`config.mk`:
```
export PLATFORM = sky130hd
export DESIGN_NAME = capt_tmr
export DESIGN_NICKNAME = d
export VERILOG_FILES = /design/src/rtl/capt_tmr_pkg.sv /design/src/rtl/capt_tmr_ctrl.sv /design/src/rtl/capt_tmr_dpath.sv /design/src/rtl/capt_tmr.sv
export SDC_FILE = /design/constraint.sdc
export NUM_CORES = 1
export LEC_CHECK = 0
export BUFFER_PORTS_ARGS = -buffer_cell sky130_fd_sc_hd__buf_4
export CAP_MARGIN = 20
export CORE_UTILIZATION = 45
export CTS_CLUSTER_SIZE = 20
export DETAILED_ROUTE_END_ITERATION = 8
export PLACE_DENSITY = 0.87
export SYNTH_ARGS = -nofsm -noshare
export SYNTH_HDL_FRONTEND = slang
export SYNTH_SLANG_ARGS = --single-unit
export TNS_END_PERCENT = 100
```
`constraint.sdc`:
```
create_clock -name clk -period 2.2 [get_ports clk]
set_clock_uncertainty 0.15 [all_clocks]
set_input_delay 0.22 -clock clk [delete_from_list [all_inputs] [get_ports clk]]
set_output_delay 0.22 -clock clk [all_outputs]
set_load 0.01 [all_outputs]
```
`src/rtl/capt_tmr_pkg.sv`:
```
package capt_tmr_pkg;
  // Strobes passed from control to datapath each cycle
  typedef struct packed {
    logic loadEn;     // take the software load value
    logic countEvt;   // advance the count by one
    logic countDown;  // direction of the advance
    logic capStrobe;  // copy the count into the capture register
  } tmrStrobe_t;
endpackage

```
`src/rtl/capt_tmr_ctrl.sv`:
```
module capt_tmr_ctrl
  import capt_tmr_pkg::*;
#(
  parameter int SYNC_STAGES = 2
) (
  input  logic       clk,
  input  logic       rst,
  input  logic       tick,
  input  logic       capPin,
  input  logic       runEn,
  input  logic       capMode,
  input  logic       capArm,
  input  logic       countDown,
  input  logic       irqEn,
  input  logic       cntWrEn,
  input  logic       wrapClr,
  input  logic       capClr,
  input  logic       wrapEvt,
  output tmrStrobe_t strobe,
  output logic       wrapFlag,
  output logic       capFlag,
  output logic       irq
);
  localparam int LAST = SYNC_STAGES - 1;

  logic [LAST:0] syncQ;
  logic          prevQ;
  logic          pinFall;
  logic          active;
  logic          wrapNext;
  logic          capNext;

  // Synchronizer chain; idle level of the pin is high
  always_ff @(posedge clk) begin
    if (rst) begin
      syncQ <= '1;
      prevQ <= 1'b1;
    end else begin
      syncQ[0] <= capPin;
      prevQ    <= syncQ[LAST];
    end
  end

  generate
    for (genvar s = 1; s < SYNC_STAGES; s++) begin : g_sync
      always_ff @(posedge clk) begin
        if (rst) syncQ[s] <= 1'b1;
        else     syncQ[s] <= syncQ[s-1];
      end
    end
  endgenerate

  assign pinFall = prevQ & ~syncQ[LAST];
  assign active  = capMode & runEn;

  always_comb begin
    strobe.loadEn    = cntWrEn;
    strobe.countEvt  = active & tick & ~cntWrEn;
    strobe.countDown = countDown;
    strobe.capStrobe = pinFall & capArm & capMode;
  end

  // An event in the same cycle as a clear keeps the flag set
  assign wrapNext = wrapEvt | (wrapFlag & ~wrapClr);
  assign capNext  = strobe.capStrobe | (capFlag & ~capClr);

  always_ff @(posedge clk) begin
    if (rst) begin
      wrapFlag <= 1'b0;
      capFlag  <= 1'b0;
      irq      <= 1'b0;
    end else begin
      wrapFlag <= wrapNext;
      capFlag  <= capNext;
      irq      <= irqEn & (wrapNext | capNext);
    end
  end
endmodule

```
`src/rtl/capt_tmr_dpath.sv`:
```
module capt_tmr_dpath
  import capt_tmr_pkg::*;
#(
  parameter int WIDTH = 16
) (
  input  logic             clk,
  input  logic             rst,
  input  tmrStrobe_t       strobe,
  input  logic [WIDTH-1:0] loadData,
  output logic [WIDTH-1:0] count,
  output logic [WIDTH-1:0] capValue,
  output logic             wrapEvt
);
  localparam logic [WIDTH-1:0] TOP = {WIDTH{1'b1}};
  localparam logic [WIDTH-1:0] ONE = {{(WIDTH-1){1'b0}}, 1'b1};

  logic atEnd;

  assign atEnd   = strobe.countDown ? (count == '0) : (count == TOP);
  assign wrapEvt = strobe.countEvt & atEnd;

  always_ff @(posedge clk) begin
    if (rst)                  count <= '0;
    else if (strobe.loadEn)   count <= loadData;
    else if (strobe.countEvt) count <= strobe.countDown ? count - ONE : count + ONE;
  end

  // Samples the count before this cycle's advance
  always_ff @(posedge clk) begin
    if (rst)                   capValue <= '0;
    else if (strobe.capStrobe) capValue <= count;
  end
endmodule

```
`src/rtl/capt_tmr.sv`:
```
module capt_tmr
  import capt_tmr_pkg::*;
#(
  parameter int WIDTH       = 16,
  parameter int SYNC_STAGES = 2
) (
  input  logic             clk,
  input  logic             rst,
  input  logic             tick,
  input  logic             capPin,
  input  logic             runEn,
  input  logic             capMode,
  input  logic             capArm,
  input  logic             countDown,
  input  logic             irqEn,
  input  logic             cntWrEn,
  input  logic [WIDTH-1:0] cntWrData,
  input  logic             wrapClr,
  input  logic             capClr,
  output logic [WIDTH-1:0] count,
  output logic [WIDTH-1:0] capValue,
  output logic             wrapFlag,
  output logic             capFlag,
  output logic             irq
);
  tmrStrobe_t strobe;
  logic       wrapEvt;

  capt_tmr_ctrl #(.SYNC_STAGES(SYNC_STAGES)) ctrl_i (
    .clk(clk), .rst(rst), .tick(tick), .capPin(capPin), .runEn(runEn),
    .capMode(capMode), .capArm(capArm), .countDown(countDown), .irqEn(irqEn),
    .cntWrEn(cntWrEn), .wrapClr(wrapClr), .capClr(capClr), .wrapEvt(wrapEvt),
    .strobe(strobe), .wrapFlag(wrapFlag), .capFlag(capFlag), .irq(irq)
  );

  capt_tmr_dpath #(.WIDTH(WIDTH)) dpath_i (
    .clk(clk), .rst(rst), .strobe(strobe), .loadData(cntWrData),
    .count(count), .capValue(capValue), .wrapEvt(wrapEvt)
  );
endmodule

```
# Word-level counts from Yosys, hierarchy flattened
# Cells that the tools add are included.
op_classes:
  n_bitwise: 12
  mux: 4
  reduce_logical: 2
  addsub: 2
  n_eq_ne: 1
op_table:
  columns: ["op", "count"]
  rows:
  - ["16-bit 2-to-1 mux", 3]
  - ["16-bit by 1-bit adder with 16-bit output, second input constant", 1]
  - ["16-bit == test, second input constant", 1]
  - ["16-bit logical NOT", 1]
  - ["16-bit by 1-bit subtractor with 16-bit output, second input constant", 1]
  - ["1-bit bitwise AND", 7]
  - ["1-bit inverter", 3]
  - ["1-bit OR", 2]
  - ["2-bit nonzero test", 1]
  - ["1-bit 2-to-1 mux", 1]
totals:
  reg_bits: 19

# Depth between registers and ports, before layout
logic_depth:
  depth_word: 7
  depth_mapped: 8
  depth_no_buf: 7

# Hierarchy
# Synthesis repeated with hierarchy kept, for this count alone.
unflattened:
  cells_unflattened: 262
  area_unflattened_um2: 2264.7
by_module_without_submodules:
  columns: ["mod", "cells_each", "area_per_inst_um2", "n_inst", "seq_area_each_um2"]
  rows:
  - ["capt_tmr_dpath", 247, 2124.5, 1, 640.6]
  - ["capt_tmr_ctrl", 15, 140.1, 1, 60.1]

# Least setup slack after synthesis
# OpenSTA, ideal clock, no wires.
synth_path:
  path_kind: "reg-to-reg"
  startpoint: "register dpath_i.count[4]"
  endpoint: "register dpath_i.count[12]"
  required_time_ns: 1.990
  slack_ns: 0.077
  arrival_time_ns: 1.913
  synth_period_minus_slack_ns: 2.123
  setup_ns: 0.060
  stages_incl_launch_ff: 9
  path_cell_list: "dfxtp_1 > ha_1 > buf_6 > a211o_1 > a31oi_2 > nor2_1 > o41ai_2 > mux2i_1 > o311a_1"
synth_between:
  elab_chain_len: 4
synth_lines:
  columns: ["item", "line", "source"]
  rows:
  - ["start: declaration", "capt_tmr_dpath.sv:10", "output logic [WIDTH-1:0] count,"]
  - ["start signal: assignment", "capt_tmr_dpath.sv:24", "else if (strobe.loadEn) count <= loadData;"]
  - ["start signal: assignment", "capt_tmr_dpath.sv:25", "else if (strobe.countEvt) count <= strobe.countDown ? count - ONE : count + ONE;"]
  - ["16-bit by 1-bit adder with 16-bit output or 16-bit by 1-bit subtractor with 16-bit output (tied branches)", "capt_tmr_dpath.sv:25", null]
  - ["16-bit 2-to-1 mux (*) (2 in a row)", "capt_tmr_dpath.sv:25", null]
  - ["16-bit 2-to-1 mux (*)", "capt_tmr_dpath.sv:24", null]
# Every way passes the cells marked *; elsewhere a longest branch is shown, timed or not. The select of a mux whose other input is x is not followed.
# A chain may end at the register's enable or synchronous reset.

# Final worst setup path
layout_path:
  startpoint: "register dpath_i.count[5]"
  endpoint: "register dpath_i.count[12]"
# The elaborated chain is that of the path after synthesis.

==> impl_metrics.ini <==
[drt]
firstDrtPassIters = 4
ant_nets = 0
wire_per_inst_um = 14.43
drt-initial-drc-count = 86
drc = 0
vias_per_cell = 5.565
wl_um = 4804
vias = 1853

[logic_synthesis]
synth-xor-area-share_pct = 7.670
synth_top_family_by_area = compound AO/OA/AOI/OAI gates
synth-edff-count = 0
ys_ff_latch = 19
synth_compound_gate_area_share_pct = 26.08
ys_seq_area_share_pct = 22.21
async_flop_share_pct = 0
synth_cell_types = 45
synth_adder_area_share_pct = 11.40
yosys_warnings = 1
synthSimpleGateAreaFrac_pct = 19.07
syn_area_per_cell_um2 = 7.613
netlist_instances = 225
synthMuxAreaShare_pct = 1.753
netlist_area_um2 = 1713
synth-main-ff-cell = dfxtp_1

[min_path]
hold_path_depth = 3
worstHoldStart = cntWrData[1]
whs_endpoint = dpath_i.count[1]
hold_path.class = primary input to register

[setup_path]
cp_max_fo = 5
cpLargestDelayFamily = compound AO/OA/AOI/OAI gates
cp_slowest_cell = dfxtp_1
critical_path_class = register to register
cpPeakStageDelay_ps = 420
crit_path_end_kind = register
required_ps = 2270
regToRegEndpoint = dpath_i.count[12]
reg2reg_slack_ps = 70
path_buf_inv = 0
r2r_cells = 7
r2r-start = dpath_i.count[5]
crit_chain = ha_1, o211ai_1, or2_1, nor2_1, o41ai_2, mux2i_1, o311a_1
start_kind = register
cp.arrival_ps = 2200

[sta]
fmax_mhz = 468.5
final_hold_viol_count = 0
min_period_over_period_pct = 97.01
finalSetupViolations = 0
worst_slack_ps = 65.72
min_period_ps = 2134
final-max-slew-violation-count = 0
rsz0062_at_grt = false

[final_layout]
final-seq-area_um2 = 382.9
antenna_cells = 0
drive_gt1_share_pct = 28.42
layout_commonest_cell = buf_4
num-fill-cells = 338
nets = 329
areaGrowthSynthToFinish_pct = 31.41
stdcell_area_um2 = 2251
multi_input_area_um2 = 1212
layout_common_cells = 66 x buf_4, 24 x a21oi_1, 20 x nor2_1, 18 x nand2_1, 17 x dfxtp_1

[clock_network]
clock-sinks = 19
cts_buffer_depth = 2
clk_latency_ps = 270
h-tree-depth = 1
clk_pin_slew_ps = 80
cts-buffers-inserted = 3
cts_root_buffer = clkbuf_8
cts_tree = built

[floorplanning]
die_y_um = 63.70
io_pins = 63
initial_utilization_pct = 46.79
coreArea_um2 = 3661
num_rows = 22
die-area_um2 = 4057
die-width_um = 63.70

[power]
ir_worst_vdd_mv = 0.2561
power.density_nw_per_um2 = 501.0
leakage_nw = 1.051

[placed_design]
post-place-ws_ps = -56.70
gp_congestion = 0.9068
placed_cell_area_um2 = 2172
numPortBuffers = 44
post-dp-hpwl_um = 3567

[grt]
grt_pass1_wl_um = 7817
grt_max_degree = 35
grt_pass1_vias = 1789
antenna_found_initial = 0
grt-ovfl-total = 0
grt_usage_pct = 24.33

[run]
drv_cap = 0

[run_status]
status = complete, no violations
==> tightest hold or removal path, cell delays in order <==
cell	delay, ps
buf_4	80
a21oi_1	50
nor2_1	70
==> worst max-delay path by stage <==
| stage | from | endpoint | slack, ps | depth (start not counted) |
|---|---|---|---|---|
| 3_5_place_dp | countDown | dpath_i.count[15] | -60 | 9 |
| 6_report | dpath_i.count[5] | dpath_i.count[12] | 70 | 7 |
| 4_1_cts | dpath_i.count[0] | dpath_i.count[12] | 20 | 7 |
| 5_1_grt | dpath_i.count[5] | dpath_i.count[8] | 4 | 8 |
| 2_1_floorplan | dpath_i.count[4] | dpath_i.count[12] | 80 | 8 |
| 3_3_place_gp | countDown | dpath_i.count[12] | -30 | 8 |
==> kinds of logic after synthesis <==
logic type,Yosys count
other,1
AND/OR/NAND/NOR,69
multiplexers,3
adder cells (fa/ha/maj),15
flip-flops,19
AO/OA/AOI/OAI,68
buffers and inverters,35
XOR/XNOR,15
==> synth_stat cells (3+ instances only) <==
master / number / area (µm²)
a21oi_1: 25 / 125.1
nor2_1: 20 / 75.07
dfxtp_1: 19 / 380.4
nand2_1: 18 / 67.56
buf_4: 16 / 120.1
ha_1: 14 / 175.2
clkbuf_1: 9 / 33.78
inv_1: 9 / 33.78
o21ai_0: 9 / 45.04
xnor2_1: 9 / 78.83
nand3_1: 6 / 30.03
nand4_1: 6 / 37.54
xor2_1: 6 / 52.55
nor4_1: 5 / 31.28
a211oi_1: 4 / 30.03
and2_1: 4 / 25.02
o22ai_1: 4 / 25.02
mux2i_1: 3 / 30.03
nor3_1: 3 / 15.01
o211ai_1: 3 / 22.52
o21bai_1: 3 / 22.52
==> final cells by class <==
type / count / area share, %
clock buffer: 3 / 1.834
clock inverter: 1 / 0.2223
inverter: 9 / 1.501
multi-input combinational: 186 / 53.86
sequential: 19 / 17.01
tap: 48 / 2.668
timing repair buffer: 67 / 22.90
==> metal layers <==
| layer | track usage (%) | up-vias | share of wire [%] |
|---|---|---|---|
| met5 | 0 | - | 0 |
| met4 | 10.80 | 0 | 1.4 |
| met3 | 3.623 | 9 | 8.6 |
| met2 | 41.76 | 96 | 48 |
| met1 | 29.62 | 848 | 42 |
| li1 | - | 900 | - |
==> timing repair <==
item                                    CTS  global route
pin swaps                                 3             4
gates resized for setup                   2             5
endpoints found under the setup margin    1             5
hold endpoints to repair                  0             0
hold buffers                              0             0
buffers inserted                          1             0
==> power breakdown <==
part	switching, mW	internal [mW]
clock	0.139	0.127
sequential	0.0266	0.366
combinational	0.241	0.229
==> metrics by stage <==
stage	power, mW	utilization (%)	hold slack (ps)	cells	TNS (ps)
after floorplan	0.6918	-	212.7	240	0
after global placement	0.8298	59.33	303.3	328	-27.13
after detailed placement	0.8457	59.33	307.6	328	-182.1
after CTS	1.114	61.18	36.20	333	0
after global routing	1.181	61.48	42.18	333	0
final	1.128	61.48	31.53	333	0
==> sequential cells by signal, indices dropped and copies added, names as in the netlist <==
name / cells
ctrl_i.capFlag: 1
ctrl_i.irq: 1
ctrl_i.wrapFlag: 1
dpath_i.count: 16
No activity file was read; power rests on OpenSTA's default activity.
